<file path="src/rtl/spi_ctl_pkg.sv">
package spi_ctl_pkg;
  typedef struct packed {
    logic       commit;    // write the addressed register
    logic       loadRd;    // load the read byte into the output shifter
    logic       shiftRd;   // advance the output shifter by one bit
    logic       frameEnd;  // latch is high: no frame is in progress
    logic [7:0] addr;
    logic [7:0] data;
  } ctlStb_t;
endpackage

</file>
<file path="src/rtl/spi_ctl_frontend.sv">
module spi_ctl_frontend
  import spi_ctl_pkg::*;
#(
  parameter logic [6:0] CHIP_ADDR = 7'h04,
  parameter int         FRAME_BITS = 24
) (
  input  logic    clk,
  input  logic    rstN,
  input  logic    spiClk,
  input  logic    spiLatchN,
  input  logic    spiDin,
  output ctlStb_t stb
);
  localparam int CNT_W = $clog2(FRAME_BITS + 2);
  localparam int HDR_BITS = FRAME_BITS - 8;
  localparam logic [CNT_W-1:0] CNT_MAX = {CNT_W{1'b1}};
  localparam logic [CNT_W-1:0] CNT_HDR = CNT_W'(HDR_BITS);
  localparam logic [CNT_W-1:0] CNT_FULL = CNT_W'(FRAME_BITS);

  logic [2:0] clkS;
  logic [2:0] latS;
  logic [1:0] dinS;
  logic [CNT_W-1:0] bitCnt;
  logic [FRAME_BITS-1:0] shReg;
  logic sclkRise, sclkFall, inFrame, latRise, hdrRead, hdrWrite;

  always_ff @(posedge clk) begin
    if (!rstN) begin
      clkS <= '0;
      latS <= '1;
      dinS <= '0;
    end else begin
      clkS <= {clkS[1:0], spiClk};
      latS <= {latS[1:0], spiLatchN};
      dinS <= {dinS[0], spiDin};
    end
  end

  assign sclkRise = clkS[1] & ~clkS[2];
  assign sclkFall = ~clkS[1] & clkS[2];
  assign inFrame  = ~latS[1];
  assign latRise  = latS[1] & ~latS[2];

  always_ff @(posedge clk) begin
    if (!rstN || !inFrame) begin
      bitCnt <= '0;
    end else if (sclkRise && bitCnt != CNT_MAX) begin
      bitCnt <= bitCnt + 1'b1;
    end
  end

  always_ff @(posedge clk) begin
    if (!rstN) begin
      shReg <= '0;
    end else if (inFrame && sclkRise) begin
      shReg <= {shReg[FRAME_BITS-2:0], dinS[1]};
    end
  end

  assign hdrRead  = shReg[15:8] == {CHIP_ADDR, 1'b1};
  assign hdrWrite = shReg[23:16] == {CHIP_ADDR, 1'b0};

  always_comb begin
    stb.commit   = latRise && bitCnt == CNT_FULL && hdrWrite;
    stb.loadRd   = inFrame && sclkFall && bitCnt == CNT_HDR && hdrRead;
    stb.shiftRd  = inFrame && sclkFall && bitCnt > CNT_HDR && bitCnt <= CNT_FULL;
    stb.frameEnd = ~inFrame;
    stb.addr     = (bitCnt == CNT_HDR) ? shReg[7:0] : shReg[15:8];
    stb.data     = shReg[7:0];
  end
endmodule

</file>
<file path="src/rtl/spi_ctl_regbank.sv">
module spi_ctl_regbank
  import spi_ctl_pkg::*;
#(
  parameter int LO_COUNT  = 5,
  parameter int HI_BASE   = 14,
  parameter int HI_COUNT  = 3,
  parameter int LOCK_SLOT = 1,
  parameter int LOCK_BIT  = 3
) (
  input  logic    clk,
  input  logic    rstN,
  input  ctlStb_t stb,
  input  logic    pllLocked,
  output logic [(LO_COUNT+HI_COUNT)*8-1:0] cfgOut,
  output logic    spiDout,
  output logic    spiDoutEn
);
  localparam int NUM_REGS = LO_COUNT + HI_COUNT;
  localparam logic [7:0] LOCK_MASK = 8'(1 << LOCK_BIT);

  logic [NUM_REGS-1:0] hit;
  logic [7:0] rdData;
  logic [7:0] txReg;
  logic [1:0] lockS;

  for (genvar g = 0; g < NUM_REGS; g++) begin : gSlot
    localparam int ADDR = (g < LO_COUNT) ? g : HI_BASE + g - LO_COUNT;
    localparam logic [7:0] WMASK = (g == LOCK_SLOT) ? ~LOCK_MASK : 8'hFF;
    logic [7:0] q;
    assign hit[g] = stb.addr == 8'(ADDR);
    always_ff @(posedge clk) begin
      if (!rstN) begin
        q <= '0;
      end else if (stb.commit && hit[g]) begin
        q <= stb.data & WMASK;
      end
    end
    assign cfgOut[g*8 +: 8] = q;
  end

  always_ff @(posedge clk) begin
    if (!rstN) lockS <= '0;
    else       lockS <= {lockS[0], pllLocked};
  end

  always_comb begin
    rdData = '0;
    for (int i = 0; i < NUM_REGS; i++) begin
      if (hit[i]) begin
        rdData = cfgOut[i*8 +: 8];
        if (i == LOCK_SLOT && lockS[1]) rdData = rdData | LOCK_MASK;
      end
    end
  end

  always_ff @(posedge clk) begin
    if (!rstN) begin
      txReg     <= '0;
      spiDoutEn <= 1'b0;
    end else if (stb.frameEnd) begin
      spiDoutEn <= 1'b0;
    end else if (stb.loadRd) begin
      txReg     <= rdData;
      spiDoutEn <= 1'b1;
    end else if (stb.shiftRd && spiDoutEn) begin
      txReg <= {txReg[6:0], 1'b0};
    end
  end

  assign spiDout = txReg[7] & spiDoutEn;
endmodule

</file>
<file path="src/rtl/spi_ctl_port.sv">
module spi_ctl_port
  import spi_ctl_pkg::*;
#(
  parameter logic [6:0] CHIP_ADDR = 7'h04,
  parameter int LO_COUNT  = 5,
  parameter int HI_BASE   = 14,
  parameter int HI_COUNT  = 3,
  parameter int LOCK_SLOT = 1,
  parameter int LOCK_BIT  = 3
) (
  input  logic clk,
  input  logic rstN,
  input  logic spiClk,
  input  logic spiLatchN,
  input  logic spiDin,
  input  logic pllLocked,
  output logic spiDout,
  output logic spiDoutEn,
  output logic [(LO_COUNT+HI_COUNT)*8-1:0] cfgOut
);
  localparam int NUM_REGS = LO_COUNT + HI_COUNT;

  ctlStb_t stb;

  spi_ctl_frontend #(.CHIP_ADDR(CHIP_ADDR), .FRAME_BITS(24)) uFront (
    .clk(clk), .rstN(rstN), .spiClk(spiClk), .spiLatchN(spiLatchN),
    .spiDin(spiDin), .stb(stb)
  );

  spi_ctl_regbank #(
    .LO_COUNT(LO_COUNT), .HI_BASE(HI_BASE), .HI_COUNT(HI_COUNT),
    .LOCK_SLOT(LOCK_SLOT), .LOCK_BIT(LOCK_BIT)
  ) uBank (
    .clk(clk), .rstN(rstN), .stb(stb), .pllLocked(pllLocked),
    .cfgOut(cfgOut), .spiDout(spiDout), .spiDoutEn(spiDoutEn)
  );
endmodule

</file>
<file path="config.mk">
export PLATFORM = sky130hd
export DESIGN_NAME = spi_ctl_port
export DESIGN_NICKNAME = d
export VERILOG_FILES = /design/src/rtl/spi_ctl_pkg.sv /design/src/rtl/spi_ctl_frontend.sv /design/src/rtl/spi_ctl_regbank.sv /design/src/rtl/spi_ctl_port.sv
export SDC_FILE = /design/constraint.sdc
export NUM_CORES = 1
export LEC_CHECK = 0
export ABC_CLOCK_PERIOD_IN_PS = 5280
export BUFFER_PORTS_ARGS = -buffer_cell sky130_fd_sc_hd__buf_2
export CAP_MARGIN = 20
export CORE_MARGIN = 5
export CORE_UTILIZATION = 50
export DETAILED_ROUTE_END_ITERATION = 7
export PLACE_DENSITY = 0.72
export SLEW_MARGIN = 25
export SYNTH_ARGS = -nofsm -noshare
export SYNTH_HDL_FRONTEND = slang
export SYNTH_SLANG_ARGS = --single-unit
</file>
<file path="constraint.sdc">
create_clock -name clk -period 5.28 [get_ports clk]
set_input_delay 0.264 -clock clk [delete_from_list [all_inputs] [get_ports clk]]
set_output_delay 0.264 -clock clk [all_outputs]
set_load 0.01 [all_outputs]
</file>
## After elaboration in Yosys (flattened, before gate mapping)

Cells that the tools add are included.

| operators by class | value |
|---|---|
| add/subtract/negate cells | 1 |
| $lt $le $gt $ge | 2 |
| equality and inequality tests | 12 |
| mux-type cells | 12 |
| bitwise operators | 9 |
| reductions and logical operators | 24 |

Operator list:

| operator | number |
|---|---|
| $mux W8 | 11 |
| $eq A8 B4 Y1 const B | 4 |
| $logic_and A1 B1 Y1 | 18 |
| $eq A8 B2 Y1 const B | 2 |
| $eq A5 B5 Y1 const B | 2 |
| $eq A8 B1 Y1 const B | 1 |
| $eq A8 B3 Y1 const B | 1 |
| $eq A8 B5 Y1 const B | 1 |
| $logic_not A8 Y1 | 1 |
| $add A5 B1 Y5 const B | 1 |
| $gt A5 B5 Y1 const B | 1 |
| $le A5 B5 Y1 const B | 1 |
| $ne A5 B5 Y1 const B | 1 |
| $not A1 Y1 | 5 |
| $and A1 B1 Y1 | 4 |
| $mux W4 | 1 |
| $reduce_and A2 Y1 | 1 |
| $reduce_bool A2 Y1 | 1 |
| $reduce_or A2 Y1 | 1 |
| $logic_not A1 Y1 | 1 |
| $logic_or A1 B1 Y1 | 1 |

| storage, ports and cells | value |
|---|---|
| bits in registers | 111 |
| input bits | 6 |
| output and inout port bits | 66 |
| logic and storage cells | 76 |

## Longest topological paths before layout

| logic depth | value |
|---|---|
| depth after elaboration | 12 |
| mapped depth | 11 |
| mapped depth without buffers | 8 |

## Modules after synthesis

Synthesis repeated with hierarchy kept, for this count alone.

| unflattened totals | value |
|---|---|
| cells, all modules | 583 |
| area, all modules | 5,242.5 um2 |

Modules (own cells, without submodules):

| module | instances | cells each | area an instance (um2) | sequential area each (um2) |
|---|---|---|---|---|
| spi_ctl_regbank | 1 | 403 | 3,583.4 | 1,481.4 |
| spi_ctl_frontend | 1 | 180 | 1,659.1 | 740.7 |

## Worst setup path before layout

OpenSTA, ideal clock, no wires.

| path | value |
|---|---|
| path kind | flip-flop to flip-flop |
| start | register uFront.bitCnt[0] |
| end | register uBank.txReg[0] |
| library setup time | 0.122 ns |
| data arrival time | 1.894 ns |
| data required time | 5.158 ns |
| path slack | 3.263 ns |
| cell stages (with the launch flop) | 10 |
| buffers on the path | 1 |
| clock period less this slack | 2.017 ns |
| cell sequence | dfxtp_1 inv_1 ha_1 and4bb_2 buf_6 and3_2 a31oi_1 a211o_1 a31o_1 a31oi_1 |

| between the ends | value |
|---|---|
| cells in the longest elaborated chain, start to end | 12 |
| elaborated cells between the ends (all ways) | 28 |
| those cells by class | 2 x order compare; 8 x eq/ne; 10 x mux; 8 x reduce/logical |

Ends and longest elaborated chain:

| item | line | source |
|---|---|---|
| start: declaration | spi_ctl_frontend.sv:23 | `logic [CNT_W-1:0] bitCnt;` |
| start signal: assignment | spi_ctl_frontend.sv:48 | `bitCnt <= bitCnt + 1'b1;` |
| $eq A5 B5 Y1 | spi_ctl_frontend.sv:65, spi_ctl_frontend.sv:68 |  |
| $mux W8 | spi_ctl_frontend.sv:68 | `stb.addr = (bitCnt == CNT_HDR) ? shReg[7:0] : shReg[15:8];` |
| $logic_not A8 Y1 | spi_ctl_regbank.sv:30 | `assign hit[g] = stb.addr == 8'(ADDR);` |
| $mux W8 (8 in series) | spi_ctl_regbank.sv:49 | `if (hit[i]) begin` |
| $mux W8 | spi_ctl_regbank.sv:62 | `end else if (stb.loadRd) begin` |
| end signal: assignment | spi_ctl_regbank.sv:63 | `txReg <= rdData;` |
| end signal: assignment | spi_ctl_regbank.sv:66 | `txReg <= {txReg[6:0], 1'b0};` |
| end: declaration | spi_ctl_regbank.sv:23 | `logic [7:0] txReg;` |

Parallel ways exist; a longest one is shown, timed or not.
A chain may end at the register's enable or synchronous reset.

## Final worst setup path

| path | value |
|---|---|
| start | register uFront.bitCnt[0] |
| end | register uBank.gSlot[2].q[1] |

| between the ends | value |
|---|---|
| cells in the longest elaborated chain, start to end | 4 |
| elaborated cells between the ends (all ways) | 7 |
| those cells by class | 3 x eq/ne; 1 x mux; 3 x reduce/logical |

Ends and longest elaborated chain:

| item | line | source |
|---|---|---|
| $eq A5 B5 Y1, on equally long branches | spi_ctl_frontend.sv:68, spi_ctl_frontend.sv:64 |  |
| $mux W8 or $logic_and A1 B1 Y1 (tied branches) | spi_ctl_frontend.sv:68, spi_ctl_frontend.sv:64 |  |
| $eq A8 B2 Y1 or $logic_and A1 B1 Y1 (tied branches) | spi_ctl_regbank.sv:30, spi_ctl_frontend.sv:64 |  |
| $logic_and A1 B1 Y1 * | spi_ctl_regbank.sv:34 | `end else if (stb.commit && hit[g]) begin` |
| end signal: assignment | spi_ctl_regbank.sv:35 | `q <= stb.data & WMASK;` |
| end: declaration | spi_ctl_regbank.sv:29 | `logic [7:0] q;` |

Every way passes the cells marked *; elsewhere a longest branch is shown, timed or not.

==> results.json <==
{
  "clkTransAtPathRegs_ns": 0.10,
  "syn_avg_cell_area_um2": 9.413,
  "grtUsageTotal_pct": 21.39,
  "cp.required_ns": 5.55,
  "nets": 633,
  "portBuffers": 70,
  "r2r-end": "uBank.gSlot[2].q[1]$_SDFFE_PN0P_",
  "drt_iter0_markers": 313,
  "criticalPathCategory": "register to register",
  "drtPass1Iterations": 4,
  "fmax_mhz": 340.3,
  "insertedDiodeCount": 0,
  "core_area_um2": 10790,
  "hp-class": "primary input to register",
  "htreeDepth": 3,
  "final_common_cell": "dfxtp_1",
  "wirelength_um": 13990,
  "routed_via_density": 5.751,
  "grt_overflow_total": 0,
  "netlist_instances": 583,
  "antenna_found_initial": 0,
  "tightestPinTransition_ns": 0.9715,
  "ys_ff_latch": 111,
  "crit_start": "uFront.bitCnt[0]$_SDFFE_PP0P_",
  "ant_nets": 0,
  "layout_common_cells": "111 x dfxtp_1, 82 x nand2_1, 70 x buf_2",
  "period_needed_ns": 2.938,
  "clkSinkCount": 111,
  "drc": 0,
  "status": "completed",
  "place.gp.congestion": 0.9024,
  "post_cts_buffers": 0,
  "num_vias": 4417,
  "cp-start-kind": "register",
  "maxCapViolations": 0,
  "die_area_um2": 13170,
  "worst-path-max-fanout": 16,
  "slew_violations": 0,
  "dp.final_hpwl_um": 9755,
  "cts_made_buffers": 9,
  "start_util_pct": 50.85,
  "grt_pass1_vias": 4223,
  "tritoncts": "yes",
  "reg2reg_from": "uFront.bitCnt[0]$_SDFFE_PP0P_",
  "syn_nets": 592,
  "cts_resized": 0,
  "crit_end": "uBank.gSlot[2].q[1]$_SDFFE_PN0P_",
  "setup_viol": 0,
  "p_leak_uw": 0.002346,
  "worst_clock_skew_ns": 0.01196,
  "reg2reg_slack_ns": 2.34,
  "relSlewSlack_pct": 35.17,
  "seq_area_frac_synth_pct": 40.49,
  "grt_max_degree": 106,
  "grt_first_pass_wirelength_um": 22510,
  "synth-edff-count": 0,
  "rsz0062_at_grt": "false",
  "yosys_most_used_dff": "dfxtp_1",
  "syn_to_final_growth_pct": 8.185,
  "clk_path_buf_depth": 2,
  "tns_ns": 0,
  "finalCritPeriodShare_pct": 55.65,
  "worstSkewPairLatency_ns": 0.37,
  "total_power_uw": 1331,
  "reg2regPathDepth": 7,
  "die_height_um": 114.8,
  "root_buffer": "clkbuf_8",
  "synthArstFlopShare_pct": 0,
  "yosysUniqueCellTypes": 60,
  "ys_warn_count": 0,
  "wl_per_cell_um": 18.21,
  "rows": 38,
  "ir_drop_v": 0.0002005,
  "drive_above_1_share_pct": 17.83,
  "die_width_um": 114.8,
  "ios": 72,
  "worst_setup_path_end_kind": "register",
  "ctsHoldBuffers": 0,
  "synth_area_um2": 5488,
  "cp.arrival_ns": 3.20,
  "finalHoldViolCount": 0,
  "power_density_nw_per_um2": 224.1
}
## synth_stat cells, types with 3 or more instances
cell	n	share of area, %
a211oi_1	8	1.1
a21boi_0	24	3.3
a21oi_1	23	2.1
and2_1	17	1.9
and3_1	5	0.57
buf_2	4	0.36
buf_4	3	0.41
buf_6	11	2.3
clkbuf_1	22	1.5
dfxtp_1	111	40
ha_1	3	0.68
inv_1	3	0.21
mux2_2	7	1.4
mux2i_1	65	12
nand2_1	82	5.6
nand2b_1	10	1.1
nand3_1	4	0.36
nand4_1	11	1.3
nor2_1	17	1.2
nor2b_1	65	7.4
nor3b_1	4	0.55
nor4b_1	4	0.64
o211a_1	7	1.3
o21ai_0	8	0.73
o221ai_1	7	1.1
o22ai_1	8	0.91
o2bb2ai_1	7	1.1
## worst max-delay path, stage by stage, from the launching register on
cell	delay, ns
dfxtp_1	0.35
inv_1	0.07
ha_1	0.17
nand4bb_1	0.65
o21ai_2	0.62
and4b_1	0.63
mux2i_1	0.27
nor2b_1	0.07
## logic make-up after synthesis
family / Yosys count / synth area share [%]
xor+xnor: 4 / 0.6385
compound gates: 106 / 14.43
flops: 111 / 40.49
other cells: 1 / 0.06833
fa+ha+maj: 3 / 0.6841
simple gates: 238 / 24.42
buf+inv: 45 / 5.061
mux: 75 / 14.20
## layout make-up
cell class                 instances  area (um^2)
multi-input combinational        427         2990
timing repair buffer              72        365.4
inverter                           3        11.26
tap                              140        175.2
fill                             948         4856
clock buffer                      11        141.4
sequential                       111         2222
clock inverter                     4        31.28
## how the worst min path moves through the flow
| stage | slack, ns | endpoint | start | cells past startpoint |
|---|---|---|---|---|
| finish | 0.07 | uFront.latS[0]$_SDFF_PN1_ | spiLatchN | 2 |
| global route | 0.07 | uFront.clkS[0]$_SDFF_PN0_ | spiClk | 2 |
| CTS | 0.07 | uFront.latS[0]$_SDFF_PN1_ | spiLatchN | 2 |
| detailed placement | 0.40 | uFront.latS[1]$_SDFF_PN1_ | uFront.latS[0]$_SDFF_PN1_ | 1 |
| global placement | 0.39 | uFront.latS[1]$_SDFF_PN1_ | uFront.latS[0]$_SDFF_PN1_ | 1 |
| floorplan | 0.37 | uFront.latS[0]$_SDFF_PN1_ | spiLatchN | 1 |
## registers in the layout, indices dropped and copies added, names as in the netlist
name	cells
uFront.bitCnt	5
uBank.gSlot.q	63
uBank.txReg	8
uFront.clkS	3
uFront.dinS	2
uBank.spiDoutEn	1
uFront.latS	3
uBank.lockS	2
uFront.shReg	24
## layer usage
metal  vias to the layer above  wire length [um]  track usage (%)  share of wire (%)
met4                         0               201            7.199                1.4
met2                       148              6233            33.53                 45
met3                        20              1023            5.158                7.3
met1                      2125              6530            29.09                 47
met5                         -                 0                0                  0
li1                       2124                 -                -                  -
## where the power goes
group          internal (uW)  switching (uW)
Sequential               840            1.53
Combinational           13.3            13.2
Clock                    184             279
## stage by stage
step	instance area, um^2	cells	hold WS [ns]	setup slack (ns)	utilization (%)
after floorplan	5488	583	0.3655	3.263	-
after global placement	5764	753	0.3909	2.468	53.41
after detailed placement	5764	753	0.4003	2.353	53.41
after CTS	5937	768	0.06502	2.318	55.01
after global routing	5937	768	0.07342	2.117	55.01
final	5937	768	0.07429	2.342	55.01
(Power assumes the default switching activity.)
